<file path="src/rtl/evq_pkg.sv">
package evq_pkg;
  typedef enum logic {
    CORE_HALTED  = 1'b0,
    CORE_RUNNING = 1'b1
  } core_st_e;

  function automatic int idx_bits(input int n);
    return (n > 1) ? $clog2(n) : 1;
  endfunction
endpackage

</file>
<file path="src/rtl/evq_src_ctrl.sv">
module evq_src_ctrl #(
  parameter int NSRC = 4,
  parameter int AW   = 12,
  localparam int D   = NSRC + 1,
  localparam int SW  = evq_pkg::idx_bits(NSRC),
  localparam int IW  = evq_pkg::idx_bits(D)
) (
  input  logic                  clk,
  input  logic                  rst_n,
  input  logic [NSRC-1:0]       evt_i,
  input  logic                  vec_we_i,
  input  logic [SW-1:0]         vec_sel_i,
  input  logic [AW-1:0]         vec_data_i,
  input  logic                  arm_i,
  input  logic [SW-1:0]         arm_sel_i,
  input  logic                  arm_keep_i,
  input  logic                  load_i,
  input  logic                  rst_req_i,
  input  logic [AW-1:0]         boot_addr_i,
  input  logic                  pop_i,
  input  logic [IW-1:0]         pop_slot_i,
  output logic [D-1:0]          push_o,
  output logic [D-1:0][AW-1:0]  push_addr_o,
  output logic [D-1:0]          pend_o
);
  for (genvar g = 0; g < NSRC; g++) begin : g_src
    logic [AW-1:0] vec_q;
    logic          armed_q, keep_q, pend_q, fire;

    assign fire = armed_q && evt_i[g] && !pend_q;

    always_ff @(posedge clk) begin
      if (!rst_n) begin
        vec_q   <= '0;
        armed_q <= 1'b0;
        keep_q  <= 1'b0;
        pend_q  <= 1'b0;
      end else begin
        if (vec_we_i && vec_sel_i == SW'(g)) vec_q <= vec_data_i;
        if (arm_i && arm_sel_i == SW'(g)) begin
          armed_q <= 1'b1;
          keep_q  <= arm_keep_i;
        end else if (fire && !keep_q) begin
          armed_q <= 1'b0;
        end
        if (fire) pend_q <= 1'b1;
        else if (pop_i && pop_slot_i == IW'(g)) pend_q <= 1'b0;
      end
    end

    assign push_o[g]      = fire;
    assign push_addr_o[g] = vec_q;
    assign pend_o[g]      = pend_q;
  end

  logic boot_pend_q, boot_fire;
  assign boot_fire = (load_i || rst_req_i) && !boot_pend_q;

  always_ff @(posedge clk) begin
    if (!rst_n) boot_pend_q <= 1'b0;
    else if (boot_fire) boot_pend_q <= 1'b1;
    else if (pop_i && pop_slot_i == IW'(NSRC)) boot_pend_q <= 1'b0;
  end

  assign push_o[NSRC]      = boot_fire;
  assign push_addr_o[NSRC] = boot_addr_i;
  assign pend_o[NSRC]      = boot_pend_q;
endmodule

</file>
<file path="src/rtl/evq_queue.sv">
module evq_queue #(
  parameter int D  = 5,
  parameter int AW = 12,
  localparam int IW = evq_pkg::idx_bits(D),
  localparam int CW = $clog2(D + 1)
) (
  input  logic                  clk,
  input  logic                  rst_n,
  input  logic [D-1:0]          push_i,
  input  logic [D-1:0][AW-1:0]  push_addr_i,
  input  logic                  pop_i,
  output logic [AW-1:0]         head_addr_o,
  output logic [IW-1:0]         head_slot_o,
  output logic [CW-1:0]         fill_o,
  output logic                  empty_o
);
  logic [AW-1:0] addr_q [D];
  logic [IW-1:0] slot_q [D];
  logic [AW-1:0] addr_n [D];
  logic [IW-1:0] slot_n [D];
  logic [CW-1:0] cnt_q, cnt_n;

  always_comb begin
    addr_n = addr_q;
    slot_n = slot_q;
    cnt_n  = cnt_q;
    if (pop_i && cnt_q != '0) begin
      for (int i = 0; i < D - 1; i++) begin
        addr_n[i] = addr_q[i+1];
        slot_n[i] = slot_q[i+1];
      end
      cnt_n = cnt_q - CW'(1);
    end
    for (int s = 0; s < D; s++) begin
      if (push_i[s] && cnt_n < CW'(D)) begin
        addr_n[cnt_n[IW-1:0]] = push_addr_i[s];
        slot_n[cnt_n[IW-1:0]] = IW'(s);
        cnt_n = cnt_n + CW'(1);
      end
    end
  end

  always_ff @(posedge clk) begin
    if (!rst_n) begin
      cnt_q <= '0;
      for (int i = 0; i < D; i++) begin
        addr_q[i] <= '0;
        slot_q[i] <= '0;
      end
    end else begin
      cnt_q  <= cnt_n;
      addr_q <= addr_n;
      slot_q <= slot_n;
    end
  end

  assign head_addr_o = addr_q[0];
  assign head_slot_o = slot_q[0];
  assign fill_o      = cnt_q;
  assign empty_o     = (cnt_q == '0);
endmodule

</file>
<file path="src/rtl/evq_run_ctrl.sv">
module evq_run_ctrl (
  input  logic clk,
  input  logic rst_n,
  input  logic queue_empty_i,
  input  logic disp_ready_i,
  input  logic done_i,
  output logic disp_valid_o,
  output logic pop_o,
  output logic run_o
);
  import evq_pkg::*;
  core_st_e st_q;

  assign disp_valid_o = (st_q == CORE_HALTED) && !queue_empty_i;
  assign pop_o        = disp_valid_o && disp_ready_i;
  assign run_o        = (st_q == CORE_RUNNING);

  always_ff @(posedge clk) begin
    if (!rst_n) st_q <= CORE_HALTED;
    else begin
      case (st_q)
        CORE_HALTED:  if (pop_o)  st_q <= CORE_RUNNING;
        CORE_RUNNING: if (done_i) st_q <= CORE_HALTED;
        default:                  st_q <= CORE_HALTED;
      endcase
    end
  end
endmodule

</file>
<file path="src/rtl/evq_dispatch.sv">
module evq_dispatch #(
  parameter int NSRC = 4,
  parameter int AW   = 12,
  localparam int SW  = evq_pkg::idx_bits(NSRC)
) (
  input  logic            clk,
  input  logic            rst_n,
  input  logic [NSRC-1:0] evt_i,
  input  logic            vec_we_i,
  input  logic [SW-1:0]   vec_sel_i,
  input  logic [AW-1:0]   vec_data_i,
  input  logic            arm_i,
  input  logic [SW-1:0]   arm_sel_i,
  input  logic            arm_keep_i,
  input  logic            load_i,
  input  logic            rst_req_i,
  input  logic [AW-1:0]   boot_addr_i,
  input  logic            done_i,
  output logic            disp_valid_o,
  input  logic            disp_ready_i,
  output logic [AW-1:0]   disp_addr_o,
  output logic            run_o
);
  localparam int D  = NSRC + 1;
  localparam int IW = evq_pkg::idx_bits(D);
  localparam int CW = $clog2(D + 1);

  logic [D-1:0]         push;
  logic [D-1:0][AW-1:0] push_addr;
  logic [D-1:0]         pend;
  logic [IW-1:0]        head_slot;
  logic [CW-1:0]        fill;
  logic                 empty, pop;

  evq_src_ctrl #(.NSRC(NSRC), .AW(AW)) u_src (
    .clk(clk), .rst_n(rst_n), .evt_i(evt_i),
    .vec_we_i(vec_we_i), .vec_sel_i(vec_sel_i), .vec_data_i(vec_data_i),
    .arm_i(arm_i), .arm_sel_i(arm_sel_i), .arm_keep_i(arm_keep_i),
    .load_i(load_i), .rst_req_i(rst_req_i), .boot_addr_i(boot_addr_i),
    .pop_i(pop), .pop_slot_i(head_slot),
    .push_o(push), .push_addr_o(push_addr), .pend_o(pend)
  );

  evq_queue #(.D(D), .AW(AW)) u_q (
    .clk(clk), .rst_n(rst_n), .push_i(push), .push_addr_i(push_addr),
    .pop_i(pop), .head_addr_o(disp_addr_o), .head_slot_o(head_slot),
    .fill_o(fill), .empty_o(empty)
  );

  evq_run_ctrl u_run (
    .clk(clk), .rst_n(rst_n), .queue_empty_i(empty),
    .disp_ready_i(disp_ready_i), .done_i(done_i),
    .disp_valid_o(disp_valid_o), .pop_o(pop), .run_o(run_o)
  );
endmodule

</file>
<file path="config.mk">
export PLATFORM = sky130hd
export DESIGN_NAME = evq_dispatch
export DESIGN_NICKNAME = d
export VERILOG_FILES = /design/src/rtl/evq_pkg.sv /design/src/rtl/evq_src_ctrl.sv /design/src/rtl/evq_queue.sv /design/src/rtl/evq_run_ctrl.sv /design/src/rtl/evq_dispatch.sv
export SDC_FILE = /design/constraint.sdc
export NUM_CORES = 1
export LEC_CHECK = 0
export ABC_AREA = 1
export ABC_CLOCK_PERIOD_IN_PS = 4900
export BUFFER_PORTS_ARGS = -buffer_cell sky130_fd_sc_hd__buf_2
export CORE_MARGIN = 4
export CORE_UTILIZATION = 45
export CTS_CLUSTER_DIAMETER = 80
export DETAILED_ROUTE_END_ITERATION = 8
export PLACE_DENSITY = 0.72
export SLEW_MARGIN = 10
export SYNTH_ARGS = -nofsm -noshare
export SYNTH_HDL_FRONTEND = slang
export SYNTH_SLANG_ARGS = --single-unit
export TNS_END_PERCENT = 100
</file>
<file path="constraint.sdc">
create_clock -name clk -period 4.9 [get_ports clk]
set_input_delay 0.245 -clock clk [delete_from_list [all_inputs] [get_ports clk]]
set_output_delay 0.245 -clock clk [all_outputs]
set_load 0.05 [all_outputs]
</file>
---- Word level (Yosys, flattened, before mapping) ----
Cells that the tools add are included.
cells by class
  bitwise logic cells ..................... 20
  shifts and indexed selects .............. 0
  $mul .................................... 0
  div/mod/pow operators ................... 0
  mux-type cells .......................... 64
  eq/ne operators ......................... 10
  reductions and logical operators ........ 64
  add/sub/neg operators ................... 6
  $lt $le $gt $ge ......................... 15
operator list
  kind                                                      number
  bitwise mux 60 bit                                        5
  two-way mux 60 bit                                        5
  demux 12 bit (select 3 bit)                               5
  two-way mux 15 bit                                        5
  two-way mux 12 bit                                        6
  two-way mux 48 bit                                        1
  demux 3 bit (select 3 bit)                                5
  logical AND 1 bit                                         39
  two-way mux 3 bit                                         11
  AND 10 bit                                                3
  NOT 10 bit                                                3
  greater-or-equal comparator 4 bit, second input constant  5
  < comparator 4 x 1 -> 1 bit, second input constant        5
  two-way mux 1 bit                                         20
  NOT 3 -> 4 bit                                            5
  nonzero test 2 bit                                        9
  adder 3 x 1 -> 3 bit, second input constant               5
  AND 15 bit                                                1
  < comparator 3 bit, second input constant                 5
  NOT 15 bit                                                1
  bitwise OR 5 bit                                          3
  zero test 1 bit                                           10
  bitwise OR 10 bit                                         1
  equality test 2 bit, second input constant                4
  13 further kinds                                          17
storage, ports and cells
  ROM bits ................................ 0
  RAM bits ................................ 0
  memories ................................ 0
  latch bits .............................. 0
  bits of input ports ..................... 41
  output and inout port bits .............. 14
  bits in registers ....................... 140

---- Logic depth before layout (Yosys ltp) ----
  word-level depth ........................ 26
  mapped depth ............................ 32

---- Cells and area by module ----
Synthesis repeated with hierarchy kept, for this count alone.
second synthesis, totals
  cells, all modules ...................... 1611
  area, all modules ....................... 9639.2 µm²
by module, submodules not included
  module        instances  cells each  seq. area each (µm²)  area an instance (µm²)
  evq_queue     1          1265        1561.5                7130.6
  evq_src_ctrl  1          338         1221.2                2452.4
  evq_run_ctrl  1          8           20.0                  56.3

---- Worst setup path after synthesis ----
No wires, ideal clock.
  path type ............................... register to register
  start ................................... reg u_run.st_q, in the netlist u_run.run_o
  end ..................................... reg u_q.addr_q[14] (netlist name)
  slack ................................... 0.863 ns
  cell stages (with the launch flop) ...... 30
  data required time ...................... 4.787 ns
  clock period less this slack ............ 4.037 ns
  data arrival time ....................... 3.924 ns
  cell sequence ........................... dfxtp_1 inv_2 nand3_4 nand2_2 nand2_2 clkinv_1 ha_1 inv_1 nand3_1 nand2_1 inv_1 ha_1 inv_1 nand3_1 nand2_2 inv_1 ha_1 inv_1 nand2_1 nand2_1 inv_2 ha_1 nand4_1 nand2_1 nand3_4 inv_2 nand2_4 buf_4 nor2_1 nor2_1
between the ends
  cells in the longest elaborated chain, start to end .. 24
ends and longest elaborated chain
  element                                                                                                 RTL line            RTL
  start: declaration                                                                                      evq_run_ctrl.sv:12  core_st_e st_q;
  start signal: assignment                                                                                evq_run_ctrl.sv:19  if (!rst_n) st_q <= CORE_HALTED;
  start signal: assignment                                                                                evq_run_ctrl.sv:22  CORE_HALTED: if (pop_o) st_q <= CORE_RUNNING;
  start signal: assignment                                                                                evq_run_ctrl.sv:23  CORE_RUNNING: if (done_i) st_q <= CORE_HALTED;
  NOT 1 bit *                                                                                             evq_run_ctrl.sv:14  assign disp_valid_o = (st_q == CORE_HALTED) && !queue_empty_i;
  logical AND 1 bit *                                                                                     evq_run_ctrl.sv:14
  logical AND 1 bit *                                                                                     evq_run_ctrl.sv:15  assign pop_o = disp_valid_o && disp_ready_i;
  logical AND 1 bit *                                                                                     evq_queue.sv:27     if (pop_i && cnt_q != '0) begin
  two-way mux 3 bit                                                                                       evq_queue.sv:27
  < comparator 3 bit                                                                                      evq_queue.sv:35     if (push_i[s] && cnt_n < CW'(D)) begin
  logical AND 1 bit                                                                                       evq_queue.sv:35
  two-way mux 3 bit                                                                                       evq_queue.sv:35
  [8 not listed]                                                                                          --
  two-way mux 3 bit                                                                                       evq_queue.sv:35
  NOT 3 -> 4 bit (implied by the code)                                                                    evq_queue.sv:36     addr_n[cnt_n[IW-1:0]] = push_addr_i[s];
  greater-or-equal comparator 4 bit (implied by the code) or < comparator 4 x 1 -> 1 bit (tied branches)  evq_queue.sv:36
  logical AND 1 bit (implied by the code)                                                                 evq_queue.sv:36
  two-way mux 12 bit (implied by the code)                                                                evq_queue.sv:36
  demux 12 bit (select 3 bit)                                                                             evq_queue.sv:36
  bitwise mux 60 bit                                                                                      evq_queue.sv:36
  two-way mux 60 bit *                                                                                    evq_queue.sv:35
  end signal: assignment                                                                                  evq_queue.sv:52     addr_q <= addr_n;
  end: declaration                                                                                        evq_queue.sv:17     logic [AW-1:0] addr_q [D];
Every way passes the cells marked *; elsewhere a longest branch is shown, timed or not.
A chain may end at the register's enable or synchronous reset.

---- Final worst setup path ----
  start ................................... reg u_q.cnt_q[0], in the netlist u_q.fill_o[0]
  end ..................................... reg u_q.addr_q (netlist bit u_q.head_addr_o[10])
between the ends
  cells in the longest elaborated chain, start to end .. 25
ends and longest elaborated chain
  element                                                             RTL line         RTL
  start: declaration                                                  evq_queue.sv:21  logic [CW-1:0] cnt_q, cnt_n;
  start signal: assignment                                            evq_queue.sv:51  cnt_q <= cnt_n;
  branches (longest 24 deep; another with subtractor 3 x 1 -> 3 bit)  --
  two-way mux 60 bit *                                                evq_queue.sv:35
Every way passes the cells marked *.

==> flow_summary_export.csv <==
group,metric,value,unit
outcome,status,"finished clean",
detailed_routing,routedWlPerCell,17.8,um
worst_setup_path,crit_required,5.22,ns
power_and_ir_drop,power_leakage,0.00411,uW
synthesis,synthesis.area,8990,sq um
worst_setup_path,path_common_cell,"inv_1",
clock_network,clkLatencyLatePin,0.43,ns
global_routing,grt_pass1_wl,47400,um
power_and_ir_drop,power.internal,3000,uW
final_layout,syn_to_final_growth,9.92,%
placement,numPortBuffers,54,
detailed_routing,drc,0,
power_and_ir_drop,swShare,0.454,
placement,place_hpwl,19300,um
clock_network,ctsResizeCount,0,
sta,rsz0062_at_grt,"no",
sta,worstMarginPinSlew,1.24,ns
worst_setup_path,path_buf_inv,9,
clock_network,clkSinkCount,140,
clock_network,numCtsBuffers,17,
clock_network,cts_tree,"built",
sta,drv_slew,0,
final_layout,drive_gt1_frac,0.116,
sta,worst_clock_skew,0.0103,ns
die,core_region_area,19500,sq um
sta,max_slew_margin,0.170,
clock_network,clk_path_buf_depth,2,
final_layout,stdcell_area,9880,sq um
final_layout,num_antenna_cells,0,
job,cap_violations,0,
die,fp.dieW,149,um
sta,hold_viol_final,0,
synthesis,synth.avg_cell_area,6.22,sq um
synthesis,synth_top_area_frac,0.312,
sta,period_minus_slack,4.54,ns
global_routing,track_usage,0.275,
synthesis,netlist_instances,1444,
global_routing,grt_overflow,0,
detailed_routing,drt-pass1-iter-count,7,
worst_setup_path,cpPeakStageDelay,0.39,ns
synthesis,netlist_top_cells_count,"310 x nand2_1, 231 x o21ai_0, 194 x nor2_1",
power_and_ir_drop,clkPwrFrac,0.234,
detailed_routing,drt-vias-per-instance,5.69,
clock_network,cts_hold_buf,0,
worst_setup_path,critPathTopFamily,"simple AND/OR/NAND/NOR gates",
global_routing,first_global_vias,8785,
detailed_routing,via_count,9790,
synthesis,synth_nets,1492,
clock_network,htree_levels,4,
synthesis,synth.most_common_cell,"nand2_1",
detailed_routing,antenna_left,0,
die,boundaryPins,55,
sta,setup_tns,0,ns
sta,setup_violations,0,
synthesis,ys_async_sr_fraction,0,
worst_setup_path,cp_slowest_cell,"nor2_4",
worst_setup_path,cp.arrival,4.87,ns
sta,timing.final.crit_share,0.927,
placement,gp_congestion,0.917,
clock_network,cts_root_buf,"clkbuf_16",
die,rows,51,
die,die_h,149,um
clock_network,cts_setup_buffers,0,
power_and_ir_drop,p_per_area,557,nW/um^2
worst_setup_path,criticalPathCategory,"register to register",
final_layout,fillers,2055,
power_and_ir_drop,max-vdd-ir-drop,0.287,mV
global_routing,grt_max_degree,115,
sta,fmaxAchievable,220,MHz
global_routing,grt_antenna_before_repair,0,
synthesis,ys_seq_area_frac,0.312,
die,design.die.area,22300,sq um
synthesis,ys.flop_type,"dfxtp_1",
power_and_ir_drop,p_switching,2500,uW
worst_setup_path,critPathCaptureType,"register",
min_path,hold_class,"input port to register",
die,initial_utilization,0.460,
synthesis,synth_seq_cells,140,
synthesis,synth_edf_count,0,
final_layout,finalNetCount,1490,
detailed_routing,drt_iter0_markers,984,
worst_setup_path,worstSetupStartpointType,"register",
detailed_routing,wirelength,30600,um
synthesis,synth_cell_type_count,35,
clock_network,cts.clk_slew.worst_paths,0.07,ns
synthesis,yosysTopAreaCell,"dfxtp_1",
worst_setup_path,r2r_slack,0.36,ns
synthesis,ys_top_cells_by_area,"dfxtp_1 31%, nand2_1 13%, o21ai_0 13%, nor2_1 8.1%, a21oi_1 6.3%",
synthesis,yosys_warnings,0,
worst_setup_path,cp_max_fo,15,
power_and_ir_drop,power_frac_comb,0.483,
power_and_ir_drop,p_seq_frac,0.283,
placement,place_area,9290,sq um
## stage by stage
stage	cells	utilization	total power [uW]	hold slack (ns)	worst slack (ns)
3_3_place_gp	1686	0.476	4140	0.432	0.472
2_1_floorplan	1444	-	3700	0.380	0.863
4_1_cts	1718	0.505	5470	0.0766	0.309
6_report	1720	0.506	5500	0.0842	0.357
3_5_place_dp	1686	0.476	4180	0.438	0.344
5_1_grt	1720	0.506	5920	0.0788	0.0160
## layer usage
layer,global-route usage,vias to the layer above,part of all wire
met5,0,-,0
met4,0.134,0,0.053
met3,0.0550,107,0.098
met2,0.455,508,0.46
met1,0.341,4416,0.39
li1,-,4759,-
## state kept, by name (all words and copies together) (netlist names)
signal	flops
u_src.g_src.armed_q	4
u_src.g_src.keep_q	4
u_run.run_o	1
u_src.g_src.vec_q	48
u_q.head_slot_o	3
u_q.head_addr_o	12
u_src.g_src.pend_q	4
u_src.boot_pend_q	1
u_q.slot_q	12
u_q.fill_o	3
u_q.addr_q	48
## worst reg2reg max path: cells and delay by family (launching register included)
family | cells | cell delay [ns]
adders and majority gates | 5 | 1.26
buffers and inverters | 9 | 0.88
DFF | 1 | 0.31
and+or+nand+nor | 16 | 1.99
## area by class of cell
type                            instances  area, sq um  share of cell area
Clock inverter                         13          134              0.0135
Inverter                              148          556              0.0562
Timing Repair Buffer                   76          448              0.0453
Sequential cell                       140         2800               0.284
Clock buffer                           19          443              0.0448
Multi-Input combinational cell       1059         5170               0.523
Tap cell                              265          332              0.0336
## cells by family after synthesis
kind of cell	count (synthesis)	synth area share
flops	140	0.312
buf+inv	245	0.113
simple gates	584	0.275
compound gates	468	0.290
fa+ha+maj	7	0.00974
## path summary, 6_finish.rpt
| kind | depth (start not counted) | from | endpoint |
|---|---|---|---|
| worst max register to register | 30 | u_q.fill_o[0] | u_q.head_addr_o[10] |
| worst min-delay path | 3 | done_i | u_run.run_o |
| worst min register to register | 2 | u_src.g_src[1].keep_q | u_src.g_src[1].keep_q |
| worst max-delay path | 30 | u_q.fill_o[0] | u_q.head_addr_o[10] |
## layout by cell type, fill, tap and decap left out, types with 4 or more instances in the layout
cell / count
clkinv_4: 4
inv_1: 128
nor3_1: 10
buf_4: 21
nand4_1: 5
o211ai_1: 71
nor2_2: 8
a211oi_1: 16
buf_2: 54
nor2_1: 194
o41ai_1: 5
dfxtp_1: 140
ha_1: 7
nand2_1: 310
inv_6: 4
a21oi_1: 114
nand3_1: 22
nand3_2: 5
nand2_4: 6
inv_2: 17
o21ai_1: 26
clkbuf_16: 17
o21ai_0: 231
nand2_2: 15
## power groups by stage
stage / clock network [uW] / logic [uW] / registers [uW]
final: 1290 / 2660 / 1550
after global routing: 1340 / 3010 / 1580
after floorplan: 0 / 2180 / 1520
after CTS: 1290 / 2630 / 1550
after detailed placement: 0 / 2610 / 1570
after global placement: 0 / 2570 / 1570
Note: power is estimated with default switching activity, not from simulation.
